$ cat src/rtl/gpio_port_pkg.sv
package gpio_port_pkg;
  typedef enum logic [1:0] {
    REG_DIR  = 2'd0,
    REG_DATA = 2'd1,
    REG_PINS = 2'd2,
    REG_AEN  = 2'd3
  } gpio_reg_e;
endpackage

$ cat src/rtl/gpio_port_sync.sv
module gpio_port_sync #(
  parameter int WIDTH  = 8,
  parameter int STAGES = 2
) (
  input  logic             clk,
  input  logic             rst_n,
  input  logic [WIDTH-1:0] raw_in,
  output logic [WIDTH-1:0] sync_out
);
  localparam int CW = $clog2(STAGES + 1);

  logic [WIDTH-1:0] stage_q [STAGES];
  logic [WIDTH-1:0] stage_d [STAGES];

  always_comb begin
    stage_d[0] = raw_in;
    for (int k = 1; k < STAGES; k++) stage_d[k] = stage_q[k-1];
  end

  always_ff @(posedge clk or negedge rst_n) begin
    if (!rst_n) begin
      for (int k = 0; k < STAGES; k++) stage_q[k] <= '0;
    end else begin
      for (int k = 0; k < STAGES; k++) stage_q[k] <= stage_d[k];
    end
  end

  assign sync_out = stage_q[STAGES-1];

  // Settling counter for the latency check
  logic [CW-1:0] settle_q;
  logic [CW-1:0] settle_d;
  assign settle_d = (settle_q == CW'(STAGES)) ? settle_q : settle_q + 1'b1;
  always_ff @(posedge clk or negedge rst_n) begin
    if (!rst_n) settle_q <= '0;
    else        settle_q <= settle_d;
  end

  generate
    if (STAGES == 2) begin : g_chk2
      // two-edge pin latency
      a_r4_sync_latency: assert property (@(posedge clk) disable iff (!rst_n)
        (settle_q == CW'(STAGES)) |-> (sync_out == $past(raw_in, 2)));
    end
  endgenerate
endmodule

$ cat src/rtl/gpio_port_regs.sv
module gpio_port_regs
  import gpio_port_pkg::*;
#(
  parameter int WIDTH = 8
) (
  input  logic             clk,
  input  logic             rst_n,
  input  logic             hw_standby,
  input  logic             sw_standby,
  input  logic             wr_req,
  input  gpio_reg_e        wr_idx,
  input  logic [WIDTH-1:0] wr_data,
  output logic [WIDTH-1:0] dir_q,
  output logic [WIDTH-1:0] data_q,
  output logic [WIDTH-1:0] aen_q
);
  logic             wr_ok;
  logic             dir_en, data_en, aen_en;
  logic [WIDTH-1:0] dir_d, data_d, aen_d;

  assign wr_ok = wr_req && !sw_standby && !hw_standby;

  always_comb begin
    dir_en  = wr_ok && (wr_idx == REG_DIR);
    aen_en  = wr_ok && (wr_idx == REG_AEN);
    data_en = hw_standby || (wr_ok && (wr_idx == REG_DATA));
    dir_d   = wr_data;
    aen_d   = wr_data;
    data_d  = hw_standby ? '0 : wr_data;
  end

  always_ff @(posedge clk or negedge rst_n) begin
    if (!rst_n) begin
      dir_q  <= '0;
      data_q <= '0;
      aen_q  <= '0;
    end else begin
      if (dir_en)  dir_q  <= dir_d;
      if (data_en) data_q <= data_d;
      if (aen_en)  aen_q  <= aen_d;
    end
  end

  // hardware standby clears data, keeps direction and enables
  a_r5_hw_clear: assert property (@(posedge clk) disable iff (!rst_n)
    hw_standby |=> (data_q == '0) && $stable(dir_q) && $stable(aen_q));
  // software standby freezes all registers
  a_r6_sw_hold: assert property (@(posedge clk) disable iff (!rst_n)
    (sw_standby && !hw_standby) |=> $stable(dir_q) && $stable(data_q) && $stable(aen_q));
  // writes to the pin view change nothing
  a_r4_pins_ro: assert property (@(posedge clk) disable iff (!rst_n)
    (wr_req && wr_idx == REG_PINS) |=> $stable(dir_q) && $stable(data_q) && $stable(aen_q));
  // data write lands
  a_r2_data_wr: assert property (@(posedge clk) disable iff (!rst_n)
    (wr_req && wr_idx == REG_DATA && !sw_standby && !hw_standby) |=> (data_q == $past(wr_data)));
endmodule

$ cat src/rtl/gpio_port_pinmux.sv
module gpio_port_pinmux #(
  parameter int WIDTH = 8
) (
  input  logic             clk,
  input  logic             rst_n,
  input  logic             addr_mode,
  input  logic [WIDTH-1:0] dir,
  input  logic [WIDTH-1:0] aen,
  input  logic [WIDTH-1:0] data,
  input  logic [WIDTH-1:0] addr_line,
  output logic [WIDTH-1:0] oe,
  output logic [WIDTH-1:0] out
);
  generate
    for (genvar i = 0; i < WIDTH; i++) begin : g_pin
      logic use_addr;
      assign use_addr = addr_mode && aen[i];
      assign oe[i]    = dir[i];
      assign out[i]   = use_addr ? addr_line[i] : data[i];
    end
  endgenerate

  // without address mode the data register reaches the pins
  a_r9_gpio_out: assert property (@(posedge clk) disable iff (!rst_n)
    !addr_mode |-> (out == data));
  // fully enabled address mode mirrors the address lines
  a_r8_addr_out: assert property (@(posedge clk) disable iff (!rst_n)
    (addr_mode && (&aen)) |-> (out == addr_line));
endmodule

$ cat src/rtl/addr_mux_gpio_port.sv
module addr_mux_gpio_port
  import gpio_port_pkg::*;
#(
  parameter int WIDTH       = 8,
  parameter int SYNC_STAGES = 2
) (
  input  logic             clk,
  input  logic             rst_n,
  input  logic             hw_standby,
  input  logic             sw_standby,
  input  logic             mode_addr,
  input  logic             exp_en,
  input  logic             bus_sel,
  input  logic             bus_wr,
  input  logic [1:0]       bus_addr,
  input  logic [WIDTH-1:0] bus_wdata,
  output logic [WIDTH-1:0] bus_rdata,
  input  logic [WIDTH-1:0] addr_hi,
  input  logic [WIDTH-1:0] pin_in,
  output logic [WIDTH-1:0] pin_oe,
  output logic [WIDTH-1:0] pin_out
);
  logic [WIDTH-1:0] dir_q, data_q, aen_q, pin_sync;
  logic             addr_mode;
  gpio_reg_e        idx;

  assign idx       = gpio_reg_e'(bus_addr);
  assign addr_mode = mode_addr || exp_en;

  gpio_port_regs #(.WIDTH(WIDTH)) u_regs (
    .clk(clk), .rst_n(rst_n), .hw_standby(hw_standby), .sw_standby(sw_standby),
    .wr_req(bus_sel && bus_wr), .wr_idx(idx), .wr_data(bus_wdata),
    .dir_q(dir_q), .data_q(data_q), .aen_q(aen_q)
  );

  gpio_port_sync #(.WIDTH(WIDTH), .STAGES(SYNC_STAGES)) u_sync (
    .clk(clk), .rst_n(rst_n), .raw_in(pin_in), .sync_out(pin_sync)
  );

  gpio_port_pinmux #(.WIDTH(WIDTH)) u_mux (
    .clk(clk), .rst_n(rst_n), .addr_mode(addr_mode), .dir(dir_q), .aen(aen_q),
    .data(data_q), .addr_line(addr_hi), .oe(pin_oe), .out(pin_out)
  );

  always_comb begin
    unique case (idx)
      REG_DIR:  bus_rdata = dir_q;
      REG_DATA: bus_rdata = (dir_q & data_q) | (~dir_q & pin_sync);
      REG_PINS: bus_rdata = pin_sync;
      REG_AEN:  bus_rdata = aen_q;
      default:  bus_rdata = '0;
    endcase
  end

  // an input pin is never driven
  a_r7_oe_follows_dir: assert property (@(posedge clk) disable iff (!rst_n)
    (bus_sel && bus_wr && idx == REG_DIR && !sw_standby && !hw_standby) |=> (pin_oe == $past(bus_wdata)));
  // output bits read back the latched data
  a_r3_read_out_bits: assert property (@(posedge clk) disable iff (!rst_n)
    (idx == REG_DATA) |-> ((bus_rdata & pin_oe) == (data_q & pin_oe)));
endmodule

$ cat config.mk
export PLATFORM = sky130hd
export DESIGN_NAME = addr_mux_gpio_port
export DESIGN_NICKNAME = d
export VERILOG_FILES = /design/src/rtl/gpio_port_pkg.sv /design/src/rtl/gpio_port_sync.sv /design/src/rtl/gpio_port_regs.sv /design/src/rtl/gpio_port_pinmux.sv /design/src/rtl/addr_mux_gpio_port.sv
export SDC_FILE = /design/constraint.sdc
export NUM_CORES = 1
export LEC_CHECK = 0
export BUFFER_PORTS_ARGS = -buffer_cell sky130_fd_sc_hd__buf_2
export CORE_MARGIN = 2
export CORE_UTILIZATION = 50
export DETAILED_ROUTE_END_ITERATION = 10
export PLACE_DENSITY = 0.78
export SKIP_CTS_REPAIR_TIMING = 1
export SYNTH_ARGS = -nofsm -noshare
export SYNTH_HDL_FRONTEND = slang
export SYNTH_SLANG_ARGS = --single-unit
$ cat constraint.sdc
create_clock -name clk -period 1.8 [get_ports clk]
set_input_delay 0.36 -clock clk [delete_from_list [all_inputs] [get_ports clk]]
set_output_delay 0.36 -clock clk [all_outputs]
set_load 0.05 [all_outputs]
==> metrics.yaml, run 1 <==
fillers: 289
p_int_w: 0.00153
async_flop_share_pct: 100
cp.required_ns: 1.44
period_needed_ns: 1.78
dpl_cell_area_um2: 2210
grt.total_usage_pct: 20.1
period_share_pct: 99.0
globalRouteOverflowTotal: 0
numPortBuffers: 57
core_um2: 3630
synth_edf_count: 0
worst_pin_slew_ns: 0.470
power.share.clock_pct: 23.2
n_antenna_cell: 0
drtAntennaViolNets: 0
status: "completed"
synth_area_leaders: "dfrtp_1, mux2_2, mux2_4"
synth.distinct_cells: 19
crit_path_top_delay_cell: "mux2_2"
cts_tree: "built"
synth_flop_cell: "dfrtp_1"
power_density_nw_per_um2: 1000
setup_viol: 0
post-place-ws_ns: -0.0607
slowest_delay_ns: 0.33
wl_per_cell_um: 15.9
synth_top_area_cell: "dfrtp_1"
rows: 22
synth.avg_cell_area_um2: 13.1
ys_seq_area_share_pct: 53.7
worstSetupEndpointType: "primary output"
regToRegSetupSlack_ns: 0.86
dp_hpwl_um: 2760
critPathLaunchType: "primary input"
vias: 1339
path_max_fanout: 14
drt-total-wl_um: 3980
critical_path.startpoint: "bus_addr[0]"
synth_warnings: 0
syn_area_um2: 1860
clkLatencyLatePin_ns: 0.29
path_cells: "buf_2, buf_12, mux2_2, a21o_2, clkbuf_4"
fp.dieH_um: 65.0
ys_ff_latch: 40
syn_inst: 142
synth_top_area_share_pct: 53.7
worstPathArrival_ns: 1.42
fmax_ghz: 0.561
switchingPower_w: 0.000809
areaGrowthSynthToFinish_pct: 25.2
antenna_found_initial: 0
clk_pin_slew_ns: 0.07
final_net_count: 236
cellLeakagePower_nw: 1.19
drc: 0
initial_utilization_pct: 51.3
criticalPathCategory: "in2out"
io_pins: 58
met3_usage_pct: 5.21
die_w_um: 65.0
yosys-top-cells-count: "dfrtp_1, mux2_2, nor2_1"
r2r-start: "u_regs.data_q[6]$_DFFE_PN0P_"
htreeDepth: 2
vias_per_cell: 5.36
grt_max_degree: 28
multi_input_area_um2: 793
placed_cells: 242
layout-drive-gt1-share_pct: 55.9
cts_buffers: 5
fin_skew_ns: 0.00338
power_frac_seq_pct: 45.3
gp_congestion: 0.761
layout_setup_ws_ns: 0.0185
dieArea_um2: 4230
grtUsageMet1_pct: 25.9
final_area_um2: 2330
synth_most_common_cell: "dfrtp_1"
maxSlewHeadroom_pct: 68.7
maxCapViolations: 0
synth.net_count: 176
drt_iter0_drc: 43
clockRootBuffer: "clkbuf_8"
vdd_drop_max_uv: 484
swShare_pct: 34.6
regArea_um2: 1000
fin_cells: 250
combPwrFrac_pct: 31.4
cts_buffer_depth: 2
drv_slew: 0
hp-class: "in2async"
use_met2_pct: 32.7
hold_violations: 0
dr.pass1.iters: 4
grt_pass1_wl_um: 6380
clkSinkCount: 40
grt_pass1_vias: 1356
busiest_layer: "met2"
==> state kept, by name, indices dropped and copies added, names as in the netlist <==
name,count
u_regs.aen_q,8
u_regs.data_q,8
u_regs.dir_q,8
u_sync.stage_d,8
u_sync.sync_out,8
==> power groups by stage <==
stage / Clock (W) / Combinational [W] / Sequential, W
2_1_floorplan: 0 / 0.000424 / 0.00118
3_3_place_gp: 0 / 0.000700 / 0.00107
5_1_grt: 0.000602 / 0.000775 / 0.00107
4_1_cts: 0.000563 / 0.000718 / 0.00106
3_5_place_dp: 0 / 0.000715 / 0.00108
6_report: 0.000543 / 0.000735 / 0.00106
==> worst paths after layout <==
path | endpoint | depth (start not counted)
hold reg to reg | u_sync.sync_out[1]$_DFF_PN0_ | 0
hold / removal | u_regs.dir_q[3]$_DFFE_PN0P_ | 1
min in group clk | u_sync.stage_d[3]$_DFF_PN0_ | 1
max in group asynchronous | u_sync.stage_d[4]$_DFF_PN0_ | 2
setup reg to reg | u_regs.data_q[6]$_DFFE_PN0P_ | 3
setup / recovery | bus_rdata[0] | 5
==> logic make-up after synthesis <==
logic type | after synthesis | synth area share (%)
compound gates | 24 | 9.13
buf+inv | 16 | 4.70
flops | 40 | 53.7
mux | 40 | 25.8
simple gates | 22 | 6.65
==> through the flow <==
| step | total power, W | setup TNS, ns | utilization [%] | hold WS (ns) |
|---|---|---|---|---|
| after floorplan | 0.00161 | 0 | - | 0.0644 |
| after global placement | 0.00177 | -0.346 | 60.8 | 0.327 |
| after detailed placement | 0.00179 | -0.412 | 60.8 | 0.335 |
| after CTS | 0.00234 | -0.433 | 62.9 | 0.0209 |
| after global routing | 0.00245 | -0.00474 | 64.2 | 0.0395 |
| final | 0.00234 | 0 | 64.2 | 0.0183 |
==> final cells by class <==
type | count | share of cell area [%]
Clock buffer | 6 | 3.11
Clock inverter | 1 | 0.215
Inverter | 8 | 1.29
Multi-Input combinational cell | 86 | 34.0
Sequential cell | 40 | 42.9
Tap cell | 48 | 2.58
Timing Repair Buffer | 61 | 15.9
==> critical path, delay by kind of cell <==
kind / cells / cell delay, ns
compound gates: 1 / 0.21
mux: 1 / 0.33
buf+inv: 3 / 0.51
==> layout by cell type (no fill, tap or decap) <==
| cell type | netlist | final |
|---|---|---|
| a311oi_2 | 0 | 1 |
| nand2_2 | 1 | 1 |
| mux2_4 | 8 | 8 |
| and4bb_4 | 1 | 1 |
| and3_4 | 1 | 1 |
| mux2_1 | 8 | 8 |
| clkbuf_8 | 0 | 5 |
| nand2_1 | 8 | 8 |
| a21oi_1 | 8 | 8 |
| buf_2 | 3 | 52 |
| inv_1 | 8 | 8 |
| clkbuf_1 | 3 | 1 |
| or2_4 | 0 | 1 |
| a21o_2 | 0 | 8 |
| buf_12 | 1 | 2 |
| buf_4 | 0 | 4 |
| clkbuf_16 | 0 | 1 |
| a311oi_1 | 8 | 7 |
| mux2_2 | 24 | 24 |
| nand3b_4 | 1 | 1 |
| dfrtp_1 | 40 | 40 |
| clkinv_2 | 0 | 1 |
| nor2_1 | 9 | 9 |
| clkbuf_4 | 0 | 2 |
==> layer usage <==
| layer | part of all wire, % | routed length [µm] |
|---|---|---|
| met5 | 0 | 0 |
| met4 | 2.0 | 79 |
| met3 | 5.7 | 226 |
| met2 | 49 | 1960 |
| met1 | 43 | 1720 |
Note: power is estimated with default switching activity, not from simulation.
==> inputs of run 2 (changes only) <==
--- a/config.mk
+++ b/config.mk
@@ -5,11 +5,12 @@
 export SDC_FILE = /design/constraint.sdc
 export NUM_CORES = 1
 export LEC_CHECK = 0
+export ABC_AREA = 1
 export BUFFER_PORTS_ARGS = -buffer_cell sky130_fd_sc_hd__buf_2
 export CORE_MARGIN = 2
-export CORE_UTILIZATION = 50
+export CORE_UTILIZATION = 51
 export DETAILED_ROUTE_END_ITERATION = 10
-export PLACE_DENSITY = 0.78
+export PLACE_DENSITY = 0.9
 export SKIP_CTS_REPAIR_TIMING = 1
 export SYNTH_ARGS = -nofsm -noshare
 export SYNTH_HDL_FRONTEND = slang
==> run 2 against run 1 <==
Effect of this change: sequential power about the same; sequential share of layout area down 0.092 points; cell count up 37%; count of clock-buffer cells in the layout up 2; worst setup slack better by 0.035 ns; die area up 0.26%; combinational power down 13%; non-clock buffer count down 1.
==> metrics.yaml, run 2 <==
status: "completed"  # unchanged
fin_skew_ns: 0.00309  # was 0.00338 ns
vdd_drop_max_uv: 748  # was 484 µV
rows: 22  # unchanged
wl_per_cell_um: 12.5  # was 15.9 µm
grt_pass1_wl_um: 7090  # was 6380 µm
drt-total-wl_um: 4300  # was 3980 µm
synth.avg_cell_area_um2: 8.25  # was 13.1 µm²
power_w: 0.00231  # was 0.00234 W
cellLeakagePower_nw: 1.28  # was 1.19 nW
areaGrowthSynthToFinish_pct: 22.7  # was 25.2%
period_share_pct: 97.1  # was 99.0%
grt_pass1_vias: 1611  # was 1356
combPwrFrac_pct: 27.7  # was 31.4%
drt_iter0_drc: 65  # was 43
r2r_cells: 2  # was 3
synth_area_leaders: "dfrtp_1, nand2_1, nand3_1"  # was dfrtp_1, mux2_2, mux2_4
syn_inst: 231  # was 142
rsz0062_at_grt: "no"
die_w_um: 65.1  # was 65.0 µm
regArea_um2: 1000  # unchanged
synth_top_area_cell: "dfrtp_1"  # unchanged
worst_pin_slew_ns: 0.602  # was 0.470 ns
cts_tree: "built"  # unchanged
synth_most_common_cell: "nand2_1"  # was dfrtp_1
final_cell_mix: "nand2_1, buf_2, dfrtp_1"  # was buf_2, dfrtp_1, mux2_2
vias_per_cell: 4.90  # was 5.36
clockRootBuffer: "clkbuf_8"  # unchanged
grt.total_usage_pct: 22.8  # was 20.1%
whs_ns: 0.0711  # was 0.0183 ns
antenna_found_initial: 0  # unchanged
fmax_ghz: 0.572  # was 0.561 GHz
critPathLaunchType: "primary input"  # unchanged
switchingPower_w: 0.000842  # was 0.000809 W
dr.pass1.iters: 4  # unchanged
period_needed_ns: 1.75  # was 1.78 ns
hp-class: "in2async"  # unchanged
tns_ns: 0  # unchanged
worstPathArrival_ns: 1.39  # was 1.42 ns
cp.required_ns: 1.44  # about the same
vias: 1681  # was 1339
n_antenna_cell: 0  # unchanged
clk_pin_slew_ns: 0.07  # about the same
synth_flop_cell: "dfrtp_1"  # unchanged
power_density_nw_per_um2: 990  # was 1000 nW/µm²
power.share.clock_pct: 26.0  # was 23.2%
synth_warnings: 0  # unchanged
final_common_cell: "nand2_1"  # was buf_2
initial_utilization_pct: 52.4  # was 51.3%
dieArea_um2: 4240  # was 4230 µm²
gp_congestion: 0.786  # was 0.761
numPortBuffers: 57  # unchanged
syn_area_um2: 1910  # was 1860 µm²
drc: 0  # unchanged
criticalPathCategory: "in2out"  # unchanged
power_frac_seq_pct: 46.2  # was 45.3%
clkLatencyLatePin_ns: 0.29  # about the same
htreeDepth: 2  # unchanged
dp_hpwl_um: 3100  # was 2760 µm
drv_slew: 0  # unchanged
synth.distinct_cells: 18  # was 19
setup_viol: 0  # unchanged
drtAntennaViolNets: 0  # unchanged
ys_seq_area_share_pct: 52.5  # was 53.7%
synth.net_count: 265  # was 176
core_um2: 3630  # unchanged
p_int_w: 0.00147  # was 0.00153 W
multi_input_area_um2: 763  # was 793 µm²
ys_ff_latch: 40  # unchanged
cts_buffer_depth: 2  # unchanged
synth_edf_count: 0  # unchanged
utilization_pct: 64.3  # was 64.2%
fillers: 343  # was 289
yosys-top-cells-count: "nand2_1, dfrtp_1, inv_1, nand3_1, o21ai_0"  # was dfrtp_1, mux2_2, nor2_1
synth_top_area_share_pct: 52.5  # was 53.7%
hold_violations: 0  # unchanged
globalRouteOverflowTotal: 0  # unchanged
swShare_pct: 36.4  # was 34.6%
path_max_fanout: 8  # was 14
cts_buffers: 5  # unchanged
final_net_count: 328  # was 236
async_flop_share_pct: 100  # unchanged
maxCapViolations: 0  # unchanged
layout-drive-gt1-share_pct: 29.2  # was 55.9%
clkSinkCount: 40  # unchanged
grt_max_degree: 28  # unchanged
io_pins: 58  # unchanged
fp.dieH_um: 65.1  # was 65.0 µm
maxSlewHeadroom_pct: 59.8  # was 68.7%
worstSetupEndpointType: "primary output"  # unchanged
[run 2: changes by cell type after synthesis, sizes merged, moves of 7 or more]
cell,before,now
nand2,9,100
o21ai,0,17
inv,8,30
mux2,40,0
o211ai,0,7
nand3,0,27
a311oi,8,0
a21o,8,0
a21oi,8,0
[run 2: worst paths after layout]
kind	slack, ns	startpoint	to
worst min register to register	0.35	u_sync.stage_d[2]$_DFF_PN0_	u_sync.sync_out[2]$_DFF_PN0_
worst min-delay path	0.07	rst_n	u_sync.sync_out[2]$_DFF_PN0_
worst max-delay path	0.05	bus_addr[1]	bus_rdata[5]
max in group asynchronous	1.16	rst_n	u_regs.data_q[5]$_DFFE_PN0P_
worst max register to register	1.09	u_regs.dir_q[5]$_DFFE_PN0P_	u_regs.dir_q[5]$_DFFE_PN0P_
min in group clk	0.17	pin_in[0]	u_sync.stage_d[0]$_DFF_PN0_
[run 2: power groups by stage]
stage / logic [W] / registers [W] / clock network, W
finish: 0.000642 / 0.00107 / 0.000602
floorplan: 0.000355 / 0.00119 / 0
global route: 0.000689 / 0.00108 / 0.000657
detailed placement: 0.000644 / 0.00109 / 0
global placement: 0.000628 / 0.00108 / 0
CTS: 0.000645 / 0.00107 / 0.000616
[run 2: area by class of cell]
type	count	area share, %
clock buffers	8	3.85
inverters	30	4.82
multi-input cells	157	32.7
flip-flops and latches	40	42.8
well taps	48	2.57
repair buffers	60	13.3
[run 2: critical path, stage by stage]
cell     delay (ns)
buf_2          0.16
inv_1          0.05
nor2_1         0.10
buf_4          0.19
nand2_1        0.07
nand2_1        0.06
inv_1          0.04
nand3_1        0.08
buf_2          0.27
[run 2: routing by layer]
metal	share of wire, %	track usage [%]	vias to the layer above
met1	42	29.1	765
met4	1.5	8.59	0
met2	51	38.0	58
met3	6.1	5.48	5
li1	-	-	853
met5	0	0	-
[run 2: cell families (layout without fill, tap and decap cells)]
logic type	Yosys count	in the layout	share of synthesized area, %
simple gates	133	133	31.1
buf+inv	34	98	7.55
flops	40	40	52.5
compound gates	24	24	8.80
[run 2: through the flow]
| stage | setup WS, ns | instance area [µm²] | instances |
|---|---|---|---|
| 4_1_cts | 0.0554 | 2330 | 343 |
| 6_report | 0.0531 | 2340 | 343 |
| 3_3_place_gp | 0.0951 | 2240 | 335 |
| 3_5_place_dp | 0.0559 | 2240 | 335 |
| 5_1_grt | 0.00406 | 2340 | 343 |
| 2_1_floorplan | 0.0476 | 1910 | 231 |
